[config.mk]
export PLATFORM = sky130hd
export DESIGN_NAME = mclk_div_sel
export DESIGN_NICKNAME = d
export VERILOG_FILES = /design/src/rtl/mclk_div_sel.sv
export SDC_FILE = /design/constraint.sdc
export NUM_CORES = 1
export LEC_CHECK = 0
export BUFFER_PORTS_ARGS = -buffer_cell sky130_fd_sc_hd__buf_2
export CORE_UTILIZATION = 41
export CTS_CLUSTER_SIZE = 14
export DETAILED_ROUTE_END_ITERATION = 8
export HOLD_SLACK_MARGIN = 0.15
export PLACE_DENSITY = 0.65
export SETUP_SLACK_MARGIN = 0.2
export SLEW_MARGIN = 20
export SYNTH_ARGS = -nofsm -noshare
export SYNTH_HDL_FRONTEND = slang
export SYNTH_SLANG_ARGS = --single-unit
export TNS_END_PERCENT = 1
[constraint.sdc]
create_clock -name clk -period 4.62 [get_ports clk]
set_input_delay 0.231 -clock clk [delete_from_list [all_inputs] [get_ports clk]]
set_output_delay 0.231 -clock clk [all_outputs]
set_load 0.01 [all_outputs]
[src/rtl/mclk_div_sel.sv]
module mclk_div_sel #(
  parameter int SEL_W    = 3,
  parameter int MAX_LOG2 = 5
) (
  input  logic             clk,
  input  logic             rst,
  input  logic [SEL_W-1:0] spd_sel_i,
  input  logic             bus_done_i,
  output logic             mce_o,
  output logic [SEL_W-1:0] ratio_log2_o
);
  localparam int CNT_W = MAX_LOG2;
  localparam logic [SEL_W-1:0] MAX_CODE = SEL_W'(MAX_LOG2);

  logic [SEL_W-1:0] code_q, code_req;
  logic [CNT_W-1:0] cnt_q;
  logic [CNT_W:0]   last_cnt;
  logic             apply;

  assign code_req = (spd_sel_i > MAX_CODE) ? MAX_CODE : spd_sel_i;
  assign apply    = bus_done_i && (code_req != code_q);
  assign last_cnt = ((CNT_W+1)'(1) << code_q) - (CNT_W+1)'(1);

  assign mce_o        = (code_q == '0) || ({1'b0, cnt_q} == last_cnt);
  assign ratio_log2_o = code_q;

  always_ff @(posedge clk) begin
    if (rst) begin
      code_q <= '0;
      cnt_q  <= '0;
    end else if (apply) begin
      code_q <= code_req;
      cnt_q  <= '0;
    end else if (mce_o) begin
      cnt_q  <= '0;
    end else begin
      cnt_q  <= cnt_q + 1'b1;
    end
  end

  logic rst_d;
  always_ff @(posedge clk) rst_d <= rst;

  // the code moves only on an edge where the boundary input was high
  a_r4_change_at_boundary: assert property (@(posedge clk) disable iff (rst || rst_d)
    (code_q != $past(code_q)) |-> $past(bus_done_i));


  a_r6_full_speed_enable: assert property (@(posedge clk) disable iff (rst)
    (code_q == '0) |-> mce_o);

  // enable pulses in divided mode are one cycle wide
  a_r7_single_pulse: assert property (@(posedge clk) disable iff (rst)
    (code_q != '0 && mce_o && !apply) |=> !mce_o);

  // the divider restarts after a new ratio is applied
  a_r5_restart: assert property (@(posedge clk) disable iff (rst)
    apply |=> (cnt_q == '0));

  // the counter never passes the end of its period
  a_r7_cnt_bound: assert property (@(posedge clk) disable iff (rst)
    ({1'b0, cnt_q} <= last_cnt));
endmodule

==> impl_metrics.json, run 1 <==
{
  "yosys.area_share.simple_pct": 19.5,
  "skew_ns": 0.00513,
  "seq_area_frac_synth_pct": 27.5,
  "final_antenna_net_count": 0,
  "synth_compound_area_share_pct": 27.3,
  "synth_fp_nets": 72,
  "cts_tree": "done",
  "holdBufCountCts": 0,
  "worst_ep_required_time_ns": 4.39,
  "r2r_slack_ns": 2.33,
  "p_per_area_mw_per_mm2": 267,
  "synth.top_cell.area_share_pct": 27.5,
  "relSlewSlack_pct": 51.7,
  "yosys_warnings": 0,
  "numPortBuffers": 9,
  "cp_slowest_stage_delay_ns": 0.67,
  "maxSlewViolCount": 0,
  "viasPerCell": 5.56,
  "start_util_pct": 44.3,
  "cp.arrival_ns": 2.55,
  "status": "finished, final reports clean",
  "worstSkewPairLatency_ns": 0.26,
  "setup_viol": 0,
  "htree_levels": 1,
  "synthMuxAreaShare_pct": 1.72,
  "grt_max_degree": 11,
  "fin_cells": 88,
  "mappedNetlistArea_um2": 583,
  "synthToLayoutAreaGrowth_pct": 10.9,
  "numCtsBuffers": 3,
  "critical_path_peak_fanout": 10,
  "antenna_cells": 0,
  "switching_share_pct": 30.6,
  "dp.cells": 85,
  "clkPwrFrac_pct": 31.5,
  "ys.flop_type": "dfxtp_1",
  "internal-power_mw": 0.120,
  "maxCapViolations": 0,
  "final.setup.tns_ns": 0,
  "p_switching_mw": 0.0530,
  "drive_above_1_share_pct": 24.7,
  "gp_congestion": 0.751,
  "syn_inst": 64,
  "power.leakage_nw": 0.240,
  "grt_pass1_vias": 436,
  "synthTopCellsByArea": "dfxtp_1 27%, xor2_1 7.5%, a2111oi_1 6.9%",
  "coreArea_mm2": 0.00132,
  "vias": 489,
  "root_buffer": "clkbuf_4",
  "grt_usage_pct": 17.2,
  "wire_per_inst_um": 12.5,
  "overflow": 0,
  "clk_path_buf_depth": 2,
  "grt_pass1_wl_um": 1790,
  "clock.fmax_mhz": 359,
  "synth_xor_area_share_pct": 12.0,
  "fp-row-count": 13,
  "first_iter_violations": 5,
  "fin_nets": 83,
  "clkTransAtPathRegs_ns": 0.06,
  "post_cts_resized": 0,
  "synth_top_family_by_area": "compound AO/OA/AOI/OAI gates",
  "antenna_found_initial": 0,
  "min_path_type": "in2reg",
  "cp_slowest_cell": "a221oi_1",
  "post-route-min-period_ns": 2.79,
  "crit_type": "reg2out",
  "cts.sinks": 8,
  "crit_buf_inv": 1,
  "cts_setup_buffers": 0,
  "crit_family": "compound AO/OA/AOI/OAI gates",
  "cp-start-kind": "register",
  "wl_um": 1100,
  "die_h_um": 39.7,
  "path_cells": "nor2_1, nand2_1, ha_1, xor2_1, o31ai_1, a221oi_1, and2_1, buf_2",
  "min_period_over_period_pct": 60.3,
  "synthArstFlopShare_pct": 0,
  "pwr-share-seq_pct": 44.5,
  "ys_seq_elements": 8,
  "yosysUniqueCellTypes": 30,
  "final-hold-violation-count": 0,
  "worstMarginPinSlew_ns": 0.725,
  "dr.pass1.iters": 4,
  "drc": 0,
  "num_io_pins": 10,
  "ir_drop_mv": 0.168,
  "yosys.area_share.adder_pct": 4.29,
  "yosys.area.top_type": "dfxtp_1",
  "avgSynthCellArea_um2": 9.11,
  "power_frac_comb_pct": 24.0,
  "rsz0062_at_grt": "no",
  "post-dp-hpwl_um": 845,
  "endpoint_kind": "output port",
  "die_area_mm2": 0.00158,
  "synth_edf_count": 0,
  "die_width_um": 39.7
}
## layout make-up
class                   count  area, µm²
clock buffers               3       22.5
fillers                   142        671
inverters                   6       22.5
multi-input cells          47        378
flip-flops and latches      8        160
well taps                  15       18.8
repair buffers              9       45.0
## worst reg2reg max path: cells and delay by family, from the launching register on
kind	cells	cell delay, ns
compound gates	3	0.93
xor+xnor	1	0.17
fa+ha+maj	1	0.28
flops	1	0.55
simple gates	2	0.20
## state kept, by name, indices dropped and copies added, names as in the netlist
register / flops
ratio_log2_o: 3
cnt_q: 5
## metrics by stage
stage / setup slack [ns] / utilization [%] / cell area, µm² / hold WS [ns] / total power, mW
finish: 1.83 / 49.1 / 647 / 0.200 / 0.173
global route: 1.57 / 49.1 / 647 / 0.219 / 0.183
CTS: 1.81 / 49.1 / 647 / 0.191 / 0.175
detailed placement: 2.10 / 47.4 / 624 / 0.465 / 0.120
global placement: 2.14 / 47.4 / 624 / 0.461 / 0.119
floorplan: 2.26 / - / 583 / 0.300 / 0.109
## power groups by stage
stage | Clock (mW) | Combinational, mW | Sequential, mW
finish | 0.0544 | 0.0415 | 0.0770
CTS | 0.0567 | 0.0418 | 0.0770
floorplan | 0 | 0.0335 | 0.0755
global route | 0.0588 | 0.0469 | 0.0775
detailed placement | 0 | 0.0416 | 0.0785
global placement | 0 | 0.0405 | 0.0785
## worst paths after layout
path | to | cells after the start | startpoint
worst max-delay path | mce_o | 8 | ratio_log2_o[1]
worst min-delay path | ratio_log2_o[0] | 2 | bus_done_i
worst max register to register | cnt_q[2] | 7 | ratio_log2_o[1]
worst min register to register | cnt_q[0] | 1 | cnt_q[0]
## cells in the final DEF, fill, tap and decap left out
| master | netlist | final |
|---|---|---|
| a2111oi_1 | 4 | 4 |
| and2_1 | 1 | 1 |
| nor4_1 | 1 | 1 |
| nand3b_1 | 3 | 3 |
| clkbuf_4 | 0 | 3 |
| dfxtp_1 | 8 | 8 |
| o211ai_1 | 1 | 1 |
| or3b_2 | 2 | 2 |
| o31ai_1 | 1 | 1 |
| or3_4 | 1 | 1 |
| nor3_1 | 1 | 1 |
| a221oi_1 | 1 | 1 |
| mux2i_1 | 1 | 1 |
| buf_2 | 0 | 9 |
| a21oi_1 | 3 | 3 |
| inv_1 | 6 | 6 |
| nand3_1 | 2 | 2 |
| xor2_1 | 5 | 5 |
| a211oi_1 | 1 | 1 |
| a2111oi_2 | 1 | 1 |
| nand2_1 | 3 | 3 |
| nor2_1 | 2 | 2 |
| xnor2_1 | 3 | 3 |
| o311a_1 | 1 | 1 |
| o21ai_0 | 4 | 4 |
| nor3_2 | 1 | 1 |
| a2111oi_4 | 1 | 1 |
| ha_1 | 2 | 2 |
| nand2b_1 | 1 | 1 |
## synthesized netlist by cell type (all sizes together) (2+ instances only)
cell and instances:
buf 2, nand3b 3, xnor2 3, dfxtp 8, inv 6, a21oi 3
nand2 3, xor2 5, nor3 2, ha 2, nor2 2, o21ai 4
a2111oi 6, nand3 2, or3b 2
## cells by family (layout without fill, tap and decap cells)
kind of cell,after synthesis,count (layout)
XOR/XNOR,8,8
adder cells (fa/ha/maj),2,2
AO/OA/AOI/OAI,18,18
buffers and inverters,9,18
flip-flops,8,8
multiplexers,1,1
AND/OR/NAND/NOR,18,18
## routing by layer
layer	part of all wire, %	vias to the layer above	global-route usage, %
met3	2.8	2	3.41
met5	0	-	0
met2	43	7	23.8
met4	1.6	0	7.76
met1	52	223	24.7
li1	-	257	-
No activity file was read; power rests on OpenSTA's default activity.
==> run 2, diff against run 1 <==
==> constraint.sdc (replaced) <==
create_clock -name clk -period 2.62 [get_ports clk]
set_input_delay 0.131 -clock clk [delete_from_list [all_inputs] [get_ports clk]]
set_output_delay 0.131 -clock clk [all_outputs]
set_load 0.01 [all_outputs]
==> run 2 against run 1 <==
Net effect:
- count of clock-buffer cells in the layout did not move
- core utilization rose by 4.1 points
- hold slack got worse by 0.039 ns
- via count rose by 9.2%
- highest routed layer is now met3
- first-iteration DRC count rose by 60%
==> impl_metrics.json, run 2 (synthesized netlist as in run 1, its figures left out) <==
{
  "status": "finished, final reports clean",
  "p_per_area_mw_per_mm2": 450,
  "grt_pass1_wl_um": 1680,
  "total_power_mw": 0.316,
  "finish.utilization_pct": 53.2,
  "antenna_cells": 0,
  "coreArea_mm2": 0.00132,
  "final_common_cell": "buf_2",
  "cp.arrival_ns": 2.04,
  "viasPerCell": 5.68,
  "highest_layer": "met3",
  "grt_max_degree": 10,
  "crit_family": "simple AND/OR/NAND/NOR gates",
  "crit_buf_inv": 2,
  "final_cell_mix": "9 x buf_2, 8 x dfxtp_1, 6 x inv_1",
  "vias": 534,
  "die_h_um": 39.7,
  "post-route-min-period_ns": 2.17,
  "die_area_mm2": 0.00158,
  "root_buffer": "clkbuf_4",
  "fillCellCount": 119,
  "maxSlewViolCount": 0,
  "drc": 0,
  "path_cells": "inv_1, nand2_1, ha_1, or3b_2, o21ai_0, a221oi_2, and2_1, buf_2",
  "skew_ns": 0.00600,
  "maxCapViolations": 0,
  "met3_length_um": 40,
  "cp_slowest_cell": "or3b_2",
  "wire_per_inst_um": 12.8,
  "cp-start-kind": "register",
  "antenna_found_initial": 0,
  "wl_um": 1200,
  "worstMarginPinSlew_ns": 0.471,
  "worstSkewPairLatency_ns": 0.25,
  "wl_met1_um": 616,
  "dr_wl_met2_um": 544,
  "dpl-instance-area_um2": 654,
  "final-seq-area_um2": 160,
  "synthToLayoutAreaGrowth_pct": 20.2,
  "first_iter_violations": 8,
  "multiInputGateArea_um2": 384,
  "gp_congestion": 0.792,
  "ir_drop_mv": 0.317,
  "htree_levels": 1,
  "worst_ep_required_time_ns": 2.49,
  "cts.sinks": 8,
  "drive_above_1_share_pct": 30.4,
  "critical_path_peak_fanout": 6,
  "dr.pass1.iters": 4,
  "fin_nets": 89,
  "final-hold-violation-count": 0,
  "setup_viol": 0,
  "clk_path_buf_depth": 2,
  "relSlewSlack_pct": 68.4,
  "clock.fmax_mhz": 460,
  "post-dp-hpwl_um": 902,
  "largest_reg_flops": 5,
  "overflow": 0,
  "numPortBuffers": 9,
  "grt_pass1_vias": 409,
  "grt_usage_pct": 16.4,
  "numCtsBuffers": 3,
  "power.leakage_nw": 0.271,
  "fin_area_um2": 701,
  "die_width_um": 39.7,
  "largest_register": "cnt_q",
  "clkTransAtPathRegs_ns": 0.06,
  "min_period_over_period_pct": 82.9,
  "min_path_type": "in2reg",
  "cp_slowest_stage_delay_ns": 0.46,
  "final_antenna_net_count": 0,
  "rsz0062_at_grt": "no",
  "endpoint_kind": "output port",
  "fp-row-count": 13,
  "final.setup.tns_ns": 0,
  "crit_type": "reg2out",
  "cts_tree": "done",
  "start_util_pct": 44.3,
  "num_io_pins": 10
}
==> run 2: changes by cell type in the layout (fill, tap and decap cells not counted), sizes merged <==
cell         before  now
buf               9   14
dlygate4sd3       0    1
==> run 2: final timing paths <==
| path | startpoint | to | slack [ns] | depth (start not counted) |
|---|---|---|---|---|
| min reg2reg | cnt_q[0] | cnt_q[0] | 0.51 | 1 |
| max | ratio_log2_o[0] | mce_o | 0.45 | 8 |
| min | rst | cnt_q[4] | 0.16 | 2 |
| max reg2reg | ratio_log2_o[0] | cnt_q[0] | 0.48 | 8 |
==> run 2: timing repair <==
item                                   in CTS  in global routing
pin swaps                                   0                  1
hold buffers                                1                  0
setup endpoints to repair                   1                  1
setup buffers                               0                  1
gates resized for setup                     1                  0
endpoints found under the hold margin       1                  0
==> run 2: cell type report <==
class / count / share of cell area [%]
flip-flops and latches: 8 / 22.9
repair buffers: 15 / 13.2
inverters: 6 / 3.21
multi-input cells: 47 / 54.8
well taps: 15 / 2.68
clock buffers: 3 / 3.21
==> run 2: per-layer routing <==
layer  GRT usage (%)  up-vias
met1            20.2      256
li1                -      268
met2            25.4       10
met3            5.11        0
met4            7.76        0
met5               0        -
==> run 2: worst reg2reg max path, cell delays in order (launching register included) <==
cell	delay, ns
dfxtp_1	0.38
inv_1	0.08
nand2_1	0.08
ha_1	0.28
or3b_2	0.46
o21ai_0	0.12
a221oi_2	0.12
buf_4	0.17
a2111oi_1	0.35
==> run 2: report_power, final <==
group	internal, mW	total [mW]	switching [mW]
clock network	0.0523	0.0928	0.0405
registers	0.126	0.131	0.00426
logic	0.0418	0.0921	0.0502
==> run 2: metrics by stage <==
| stage | instances | setup slack, ns | hold slack (ns) |
|---|---|---|---|
| final | 94 | 0.448 | 0.161 |
| after global routing | 94 | 0.277 | 0.165 |
| after CTS | 93 | 0.287 | 0.155 |
| after detailed placement | 89 | 0.328 | 0.362 |
| after global placement | 89 | 0.426 | 0.368 |
| after floorplan | 64 | 0.356 | 0.200 |
